--- config.mk ---
export PLATFORM = sky130hd
export DESIGN_NAME = pwm_duo
export DESIGN_NICKNAME = d
export VERILOG_FILES = /design/src/rtl/pwm_duo_pkg.sv /design/src/rtl/pwm_duo_sync.sv /design/src/rtl/pwm_duo_chan.sv /design/src/rtl/pwm_duo.sv
export SDC_FILE = /design/constraint.sdc
export NUM_CORES = 1
export LEC_CHECK = 0
export BUFFER_PORTS_ARGS = -buffer_cell sky130_fd_sc_hd__buf_2
export CORE_MARGIN = 2
export CORE_UTILIZATION = 60
export DETAILED_ROUTE_END_ITERATION = 10
export PLACE_DENSITY_LB_ADDON = 0.12
export RECOVER_POWER = 100
export SETUP_SLACK_MARGIN = 0.05
export SYNTH_ARGS = -nofsm -noshare
export SYNTH_HDL_FRONTEND = slang
export SYNTH_SLANG_ARGS = --single-unit
--- constraint.sdc ---
create_clock -name clk -period 2.8 [get_ports clk]
set_input_delay 0.14 -clock clk [delete_from_list [all_inputs] [get_ports clk]]
set_output_delay 0.14 -clock clk [all_outputs]
set_load 0.1 [all_outputs]
--- src/rtl/pwm_duo_pkg.sv ---
package pwm_duo_pkg;
  localparam int BUS_W    = 32;
  localparam int ADDR_W   = 7;
  localparam int SLOT_MAX = 4;
  localparam logic [ADDR_W-1:0] STATUS_ADDR = 7'h40;

  typedef enum logic [1:0] {
    RG_CTRL  = 2'd0,
    RG_PRESC = 2'd1,
    RG_PER   = 2'd2,
    RG_DUTY  = 2'd3
  } reg_sel_e;

  // control word, bit 0 at the bottom
  typedef struct packed {
    logic ld_per;
    logic ld_presc;
    logic stop_now;
    logic autold;
    logic inv;
    logic en;
  } ctrl_t;
endpackage

--- src/rtl/pwm_duo_sync.sv ---
module pwm_duo_sync #(
  parameter int LAT = 3
) (
  input  logic clk,
  input  logic rst_n,
  input  logic start,
  output logic pending,
  output logic apply
);
  localparam int CW = $clog2(LAT + 1);

  logic [CW-1:0] cnt;

  always_ff @(posedge clk) begin
    if (!rst_n)          cnt <= '0;
    else if (start)      cnt <= CW'(LAT);
    else if (cnt != '0)  cnt <= cnt - 1'b1;
  end

  assign pending = (cnt != '0);
  assign apply   = (cnt == CW'(1)) && !start;


  pend_set_chk: assert property (@(posedge clk) disable iff (!rst_n)
    start |=> pending);

  pend_hold_chk: assert property (@(posedge clk) disable iff (!rst_n)
    (pending && !apply) |=> pending);

  pend_clear_chk: assert property (@(posedge clk) disable iff (!rst_n)
    apply |=> !pending);
endmodule

--- src/rtl/pwm_duo_chan.sv ---
module pwm_duo_chan #(
  parameter int PRESC_W = 10,
  parameter int PER_W   = 12
) (
  input  logic               clk,
  input  logic               rst_n,
  input  logic               en,
  input  logic               inv,
  input  logic               autold,
  input  logic               stop_now,
  input  logic [PRESC_W-1:0] presc_in,
  input  logic [PER_W-1:0]   per_in,
  input  logic [PER_W-1:0]   duty_in,
  input  logic               ld_presc,
  input  logic               ld_per,
  output logic               pwm_o
);
  logic               running;
  logic [PRESC_W-1:0] pcnt, act_presc;
  logic [PER_W-1:0]   ccnt, act_per, act_duty;
  logic               tick, wrap;

  assign tick = running && (pcnt >= act_presc);
  assign wrap = tick && (ccnt >= act_per);

  always_ff @(posedge clk) begin
    if (!rst_n) begin
      running   <= 1'b0;
      pcnt      <= '0;
      ccnt      <= '0;
      act_presc <= '0;
      act_per   <= '0;
      act_duty  <= '0;
    end else if (!running) begin
      pcnt      <= '0;
      ccnt      <= '0;
      act_presc <= presc_in;
      act_per   <= per_in;
      act_duty  <= duty_in;
      if (en) running <= 1'b1;
    end else if (!en && (stop_now || wrap)) begin
      running <= 1'b0;
      pcnt    <= '0;
      ccnt    <= '0;
    end else begin
      if (tick) pcnt <= '0;
      else      pcnt <= pcnt + 1'b1;
      if (wrap)      ccnt <= '0;
      else if (tick) ccnt <= ccnt + 1'b1;
      if (!autold || wrap) begin
        act_presc <= presc_in;
        act_per   <= per_in;
        act_duty  <= duty_in;
      end
      if (ld_presc) begin
        act_presc <= presc_in;
        pcnt      <= '0;
      end
      if (ld_per) begin
        act_per  <= per_in;
        act_duty <= duty_in;
        ccnt     <= '0;
        pcnt     <= '0;
      end
    end
  end

  assign pwm_o = inv ^ (running && (ccnt < act_duty));


  stop_now_chk: assert property (@(posedge clk) disable iff (!rst_n)
    (running && !en && stop_now) |=> !running);

  finish_period_chk: assert property (@(posedge clk) disable iff (!rst_n)
    (running && !en && !stop_now && !wrap) |=> running);

  autoload_hold_chk: assert property (@(posedge clk) disable iff (!rst_n)
    (running && en && autold && !wrap && !ld_per) |=> ($stable(act_duty) && $stable(act_per)));
endmodule

--- src/rtl/pwm_duo.sv ---
module pwm_duo
  import pwm_duo_pkg::*;
#(
  parameter int NUM_CH   = 2,
  parameter int SYNC_LAT = 3,
  parameter int PRESC_W  = 10,
  parameter int PER_W    = 12
) (
  input  logic              clk,
  input  logic              rst_n,
  input  logic              bus_wr,
  input  logic [6:0]        bus_addr,
  input  logic [31:0]       bus_wdata,
  output logic [31:0]       bus_rdata,
  output logic [NUM_CH-1:0] pwm_out
);
  localparam int NREG = 4;

  function automatic logic [BUS_W-1:0] status_mask();
    logic [BUS_W-1:0] m = '0;
    for (int c = 0; c < NUM_CH; c++) m[8*c +: NREG] = '1;
    return m;
  endfunction
  localparam logic [BUS_W-1:0] ST_MASK = status_mask();

  logic       ch_space;
  logic [1:0] slot;
  reg_sel_e   rsel;
  logic [BUS_W-1:0] ch_rd [SLOT_MAX];
  logic [NREG-1:0]  pend_all [SLOT_MAX];
  logic [BUS_W-1:0] status_vec;
  logic unused_bits;

  assign ch_space    = !bus_addr[6];
  assign slot        = bus_addr[5:4];
  assign rsel        = reg_sel_e'(bus_addr[3:2]);
  assign unused_bits = ^{bus_addr[1:0], bus_wdata[31:12]};

  for (genvar c = 0; c < SLOT_MAX; c++) begin : g_ch
    if (c < NUM_CH) begin : g_on
      logic [NREG-1:0]    hit, pend, apply;
      ctrl_t              sh_ctrl;
      logic [PRESC_W-1:0] sh_presc, ap_presc;
      logic [PER_W-1:0]   sh_per, ap_per, sh_duty, ap_duty;
      logic               ap_en, ap_inv, ap_autold, ap_stop;
      logic               ld_presc_p, ld_per_p;

      for (genvar k = 0; k < NREG; k++) begin : g_reg
        assign hit[k] = bus_wr && ch_space && (slot == 2'(c)) && (rsel == reg_sel_e'(k));
        pwm_duo_sync #(.LAT(SYNC_LAT)) u_sync (
          .clk(clk), .rst_n(rst_n), .start(hit[k]),
          .pending(pend[k]), .apply(apply[k])
        );
      end

      always_ff @(posedge clk) begin
        if (!rst_n) begin
          sh_ctrl  <= '0;
          sh_presc <= '0;
          sh_per   <= '0;
          sh_duty  <= '0;
        end else begin
          if (hit[RG_CTRL])  sh_ctrl  <= ctrl_t'(bus_wdata[5:0]);
          if (hit[RG_PRESC]) sh_presc <= bus_wdata[PRESC_W-1:0];
          if (hit[RG_PER])   sh_per   <= bus_wdata[PER_W-1:0];
          if (hit[RG_DUTY])  sh_duty  <= bus_wdata[PER_W-1:0];
        end
      end

      always_ff @(posedge clk) begin
        if (!rst_n) begin
          {ap_en, ap_inv, ap_autold, ap_stop} <= '0;
          ap_presc   <= '0;
          ap_per     <= '0;
          ap_duty    <= '0;
          ld_presc_p <= 1'b0;
          ld_per_p   <= 1'b0;
        end else begin
          ld_presc_p <= apply[RG_CTRL] && sh_ctrl.ld_presc;
          ld_per_p   <= apply[RG_CTRL] && sh_ctrl.ld_per;
          if (apply[RG_CTRL]) begin
            ap_en     <= sh_ctrl.en;
            ap_inv    <= sh_ctrl.inv;
            ap_autold <= sh_ctrl.autold;
            ap_stop   <= sh_ctrl.stop_now;
          end
          if (apply[RG_PRESC]) ap_presc <= sh_presc;
          if (apply[RG_PER])   ap_per   <= sh_per;
          if (apply[RG_DUTY])  ap_duty  <= sh_duty;
        end
      end

      pwm_duo_chan #(.PRESC_W(PRESC_W), .PER_W(PER_W)) u_chan (
        .clk(clk), .rst_n(rst_n),
        .en(ap_en), .inv(ap_inv), .autold(ap_autold), .stop_now(ap_stop),
        .presc_in(ap_presc), .per_in(ap_per), .duty_in(ap_duty),
        .ld_presc(ld_presc_p), .ld_per(ld_per_p),
        .pwm_o(pwm_out[c])
      );

      assign pend_all[c] = pend;

      always_comb begin
        ch_rd[c] = '0;
        unique case (rsel)
          RG_CTRL:  ch_rd[c][3:0]         = sh_ctrl[3:0];
          RG_PRESC: ch_rd[c][PRESC_W-1:0] = sh_presc;
          RG_PER:   ch_rd[c][PER_W-1:0]   = sh_per;
          RG_DUTY:  ch_rd[c][PER_W-1:0]   = sh_duty;
        endcase
      end
    end else begin : g_off
      assign ch_rd[c]    = '0;
      assign pend_all[c] = '0;
    end
  end

  always_comb begin
    status_vec = '0;
    for (int c = 0; c < SLOT_MAX; c++) status_vec[8*c +: NREG] = pend_all[c];
  end

  always_comb begin
    if (bus_addr == STATUS_ADDR) bus_rdata = status_vec;
    else if (ch_space)           bus_rdata = ch_rd[slot];
    else                         bus_rdata = '0;
  end


  status_unused_chk: assert property (@(posedge clk) disable iff (!rst_n)
    (bus_addr == STATUS_ADDR) |-> ((bus_rdata & ~ST_MASK) == '0));
endmodule

==> run_summary.xml <==
<?xml version="1.0" encoding="UTF-8"?>
<metrics>
  <group name="clock_tree">
    <metric name="cts_buffer_depth" unit="">3</metric>
    <metric name="root_buffer" unit="">sky130_fd_sc_hd__clkbuf_16</metric>
    <metric name="clock_sinks" unit="">290</metric>
    <metric name="clk_pin_slew_worst_paths" unit="ns">0.06</metric>
    <metric name="clock_insertion_delay_worst_skew" unit="ns">0.57</metric>
    <metric name="cts-buffers-inserted" unit="">31</metric>
    <metric name="tritoncts" unit="">yes</metric>
    <metric name="htree_num_levels" unit="">1</metric>
  </group>
  <group name="place">
    <metric name="placement.cell_area" unit="um^2">14760</metric>
    <metric name="port_buffers" unit="">35</metric>
    <metric name="dp.final_hpwl" unit="um">22590</metric>
    <metric name="gp_congestion" unit="">0.8809</metric>
  </group>
  <group name="timing">
    <metric name="grt_setup_unrepaired" unit="">false</metric>
    <metric name="skew" unit="ns">0.02430</metric>
    <metric name="period_minus_slack" unit="ns">2.616</metric>
    <metric name="tightestPinTransition" unit="ns">1.241</metric>
    <metric name="period_share" unit="%">93.43</metric>
    <metric name="holdWs" unit="ns">0.1512</metric>
    <metric name="setup_violations_final" unit="">0</metric>
    <metric name="slew_headroom" unit="%">17.29</metric>
    <metric name="timing.final.max_slew_violations" unit="">0</metric>
    <metric name="fmax" unit="GHz">0.3823</metric>
    <metric name="finalHoldViolCount" unit="">0</metric>
  </group>
  <group name="detailed_routing">
    <metric name="post_drt_via_cell_ratio" unit="">5.496</metric>
    <metric name="route.detailed.wl_per_inst" unit="um">16.05</metric>
    <metric name="routed_wirelength" unit="um">32470</metric>
    <metric name="drc_errors" unit="">0</metric>
    <metric name="antenna_left" unit="">0</metric>
    <metric name="detailedRoute.firstIterationViolations" unit="">689</metric>
    <metric name="vias" unit="">11119</metric>
    <metric name="detailed_router_iteration_count_before_antenna_repair" unit="">5</metric>
  </group>
  <group name="grt">
    <metric name="grt_overflow" unit="">0</metric>
    <metric name="first_global_vias" unit="">10196</metric>
    <metric name="grt_max_degree" unit="">142</metric>
    <metric name="grt_use_total" unit="%">26.03</metric>
    <metric name="grt_util_met3" unit="%">3.367</metric>
    <metric name="gr_met1_demand_resource" unit="%">38.46</metric>
    <metric name="gr-usage-met2" unit="%">40.89</metric>
    <metric name="gr-max-usage-layer" unit="">met2</metric>
    <metric name="grt_pass1_wl" unit="um">52050</metric>
    <metric name="grt_antenna_before_repair" unit="">0</metric>
  </group>
  <group name="synthesis">
    <metric name="largest_area_contributor_in_the_synthesized_netlist" unit="">sky130_fd_sc_hd__dfxtp_1</metric>
    <metric name="number_of_instances_in_the_synthesized_netlist" unit="">1661</metric>
    <metric name="synth-edff-count" unit="">0</metric>
    <metric name="synth.area.top_cells" unit="">sky130_fd_sc_hd__dfxtp_1, sky130_fd_sc_hd__nand2_1, sky130_fd_sc_hd__a21boi_0</metric>
    <metric name="synth.cells.most_frequent" unit="">sky130_fd_sc_hd__nand2_1, sky130_fd_sc_hd__dfxtp_1, sky130_fd_sc_hd__a21boi_0, sky130_fd_sc_hd__inv_1</metric>
    <metric name="post_synth_top_area_share" unit="%">40.97</metric>
    <metric name="share_of_flip_flops_with_an_asynchronous_set_or_reset_after_synthesis" unit="%">0</metric>
    <metric name="synth.lib_cells_used.distinct" unit="">56</metric>
    <metric name="post_synth.cell_area_avg" unit="um^2">8.530</metric>
    <metric name="ys_warn_count" unit="">0</metric>
    <metric name="synth_most_common_cell" unit="">sky130_fd_sc_hd__nand2_1</metric>
    <metric name="synth_seq_cells" unit="">290</metric>
    <metric name="yosys_most_used_dff" unit="">sky130_fd_sc_hd__dfxtp_1</metric>
    <metric name="syn_area" unit="um^2">14170</metric>
    <metric name="ys_seq_area_share" unit="%">40.97</metric>
  </group>
  <group name="final_layout">
    <metric name="drive_above_1_share" unit="%">10.09</metric>
    <metric name="utilization" unit="%">68.80</metric>
    <metric name="nets" unit="">1807</metric>
    <metric name="areaGrowthSynthToFinish" unit="%">13.30</metric>
    <metric name="antenna-diode-count" unit="">0</metric>
    <metric name="design_area" unit="um^2">16050</metric>
  </group>
  <group name="critical_path">
    <metric name="worst_setup_startpoint" unit="">g_ch[1].g_on.u_chan.act_duty[10]</metric>
    <metric name="timing_worst_setup_path_type" unit="">reg -&gt; out</metric>
    <metric name="path_max_fanout" unit="">2</metric>
    <metric name="critPathCaptureType" unit="">output port</metric>
    <metric name="worst_ep_required_time" unit="ns">2.66</metric>
    <metric name="critPathMostFrequentCell" unit="">sky130_fd_sc_hd__o21ai_1</metric>
    <metric name="cpMaxStageDelayCell" unit="">sky130_fd_sc_hd__or4b_4</metric>
    <metric name="critical_path.cell_chain" unit="">inv_1 &gt; ha_1 &gt; or4b_4 &gt; a21oi_2 &gt; o21ai_1 &gt; o21ai_1 &gt; xor2_1 &gt; buf_6</metric>
    <metric name="rr_startpoint" unit="">g_ch[1].g_on.u_chan.ccnt[0]</metric>
    <metric name="worstPathArrival" unit="ns">2.48</metric>
    <metric name="timing.critical_path.max_delay_family" unit="">simple AND/OR/NAND/NOR gates</metric>
    <metric name="cp_num_buf_inv" unit="">2</metric>
    <metric name="max_stage_delay" unit="ns">0.52</metric>
    <metric name="cp-start-kind" unit="">flip-flop</metric>
  </group>
  <group name="power_and_ir_drop">
    <metric name="post-layout-total-power" unit="uW">9895</metric>
    <metric name="power.switching_fraction" unit="%">26.49</metric>
    <metric name="clock_share_of_power" unit="%">43.5</metric>
    <metric name="total_net_switching_power" unit="uW">2621</metric>
    <metric name="cell_int_power" unit="uW">7274</metric>
    <metric name="share_comb_of_total_power" unit="%">12.9</metric>
    <metric name="ir_drop" unit="mV">0.5692</metric>
    <metric name="power.leakage" unit="uW">0.005702</metric>
    <metric name="power-per-cell-area" unit="nW/um^2">616.4</metric>
    <metric name="pwr-share-seq" unit="%">43.6</metric>
  </group>
  <group name="run">
    <metric name="drv.max_cap_violation_count" unit="">0</metric>
  </group>
  <group name="die">
    <metric name="ioPinCount" unit="">76</metric>
    <metric name="die_w" unit="um">157.7</metric>
    <metric name="fp.dieH" unit="um">157.7</metric>
    <metric name="coreArea" unit="um^2">23330</metric>
    <metric name="placementRows" unit="">56</metric>
    <metric name="starting_density" unit="%">60.73</metric>
    <metric name="floorplan_die_area" unit="um^2">24860</metric>
  </group>
  <group name="min_path">
    <metric name="hold_path_startpoint" unit="">bus_addr[5]</metric>
    <metric name="min-delay-path-class" unit="">in -&gt; reg</metric>
  </group>
  <group name="outcome">
    <metric name="outcome" unit="">complete, no violations</metric>
  </group>
</metrics>
==> path summary, 6_finish.rpt <==
| kind | depth (start not counted) | end | slack [ns] |
|---|---|---|---|
| worst min-delay path | 5 | g_ch[1].g_on.sh_ctrl[0] | 0.15 |
| worst min register to register | 2 | g_ch[0].g_on.u_chan.act_per[8] | 0.45 |
| worst max register to register | 11 | g_ch[1].g_on.u_chan.act_duty[0] | 0.18 |
| worst max-delay path | 8 | pwm_out[1] | 0.18 |
==> cell type report <==
type	count	area, um^2
clock buffer	44	934.6
clock inverter	14	167.7
fill	1936	7279
inverter	99	371.6
multi-input combinational	1175	7602
sequential	290	5819
tap	319	399.1
timing repair buffer	82	758.2
==> cell families (layout without fill, tap and decap cells) <==
| kind of cell | after synthesis | count (layout) | synth area share (%) |
|---|---|---|---|
| xor gates and xnor gates | 44 | 44 | 2.720 |
| buffers and inverters | 215 | 239 | 6.535 |
| adders and majority gates | 86 | 86 | 7.594 |
| muxes | 112 | 112 | 8.937 |
| DFF | 290 | 290 | 40.97 |
| AOI/OAI and AO/OA | 283 | 283 | 14.05 |
| other | 1 | 20 | 0.02647 |
| and+or+nand+nor | 630 | 630 | 19.16 |
==> worst min-delay path, delay by kind of cell <==
kind            cells  cell delay [ns]
simple gates        2             0.15
buf+inv             2             0.30
compound gates      1             0.07
==> per-layer routing <==
metal,up-vias,share of wire [%],wire (um)
met4,0,1.7,556
met5,-,0,0
met1,5235,48,15670
li1,5580,-,-
met2,260,44,14440
met3,44,5.6,1804
==> cell usage in the layout, fill, tap and decap left out, drive strengths merged, types with 6 or more instances in the layout <==
master | synthesis | layout
and4 | 7 | 7
o21a | 9 | 9
ha | 86 | 86
clkbuf | 78 | 61
a21boi | 150 | 150
nand4 | 9 | 9
dfxtp | 290 | 290
and3 | 10 | 10
mux4 | 10 | 10
o21ai | 34 | 34
buf | 38 | 52
nand3 | 66 | 66
o22ai | 6 | 6
nand2b | 6 | 6
mux2 | 16 | 16
conb | 1 | 20
nor2b | 23 | 23
nand2 | 401 | 401
a21oi | 37 | 37
nor2 | 72 | 72
xnor2 | 12 | 12
clkinv | 0 | 9
a221oi | 17 | 17
dlygate4sd3 | 0 | 13
mux2i | 86 | 86
and2 | 10 | 10
a211oi | 7 | 7
inv | 99 | 101
xor2 | 32 | 32
==> power groups by stage <==
| stage | clock network [uW] | registers [uW] | logic [uW] |
|---|---|---|---|
| floorplan | 0 | 4390 | 1040 |
| global placement | 0 | 4400 | 1220 |
| detailed placement | 0 | 4410 | 1270 |
| CTS | 4370 | 4320 | 1290 |
| global route | 4530 | 4330 | 1410 |
| finish | 4300 | 4320 | 1280 |
==> timing repair <==
action	4_1_cts	5_1_grt
gates resized for setup	13	19
setup buffers	0	2
endpoints found under the setup margin	2	48
pin swaps	8	12
gates cloned	0	3
hold buffers	13	0
hold endpoints to repair	77	0
==> per-stage QoR <==
step / cells / worst slack [ns] / setup TNS [ns]
after floorplan: 1680 / -0.9421 / -1.926
after global placement: 1947 / 0.1899 / 0
after detailed placement: 1947 / 0.1341 / 0
after CTS: 2018 / 0.05797 / 0
after global routing: 2023 / 0.001968 / 0
final: 2023 / 0.1839 / 0
==> flip-flops by register name (all words and copies together), names as in the netlist, 12 cells and up <==
signal and cells:
g_ch.g_on.ap_duty 24, g_ch.g_on.ap_per 24, g_ch.g_on.sh_duty 24, g_ch.g_on.sh_per 24
g_ch.g_on.u_chan.act_duty 24, g_ch.g_on.u_chan.act_per 24, g_ch.g_on.u_chan.ccnt 24, g_ch.g_on.ap_presc 20
g_ch.g_on.sh_presc 20, g_ch.g_on.u_chan.act_presc 20, g_ch.g_on.u_chan.pcnt 20, g_ch.g_on.g.u_sync.cnt 16
g_ch.g_on.sh_ctrl 12
No activity file was read; power rests on OpenSTA's default activity.
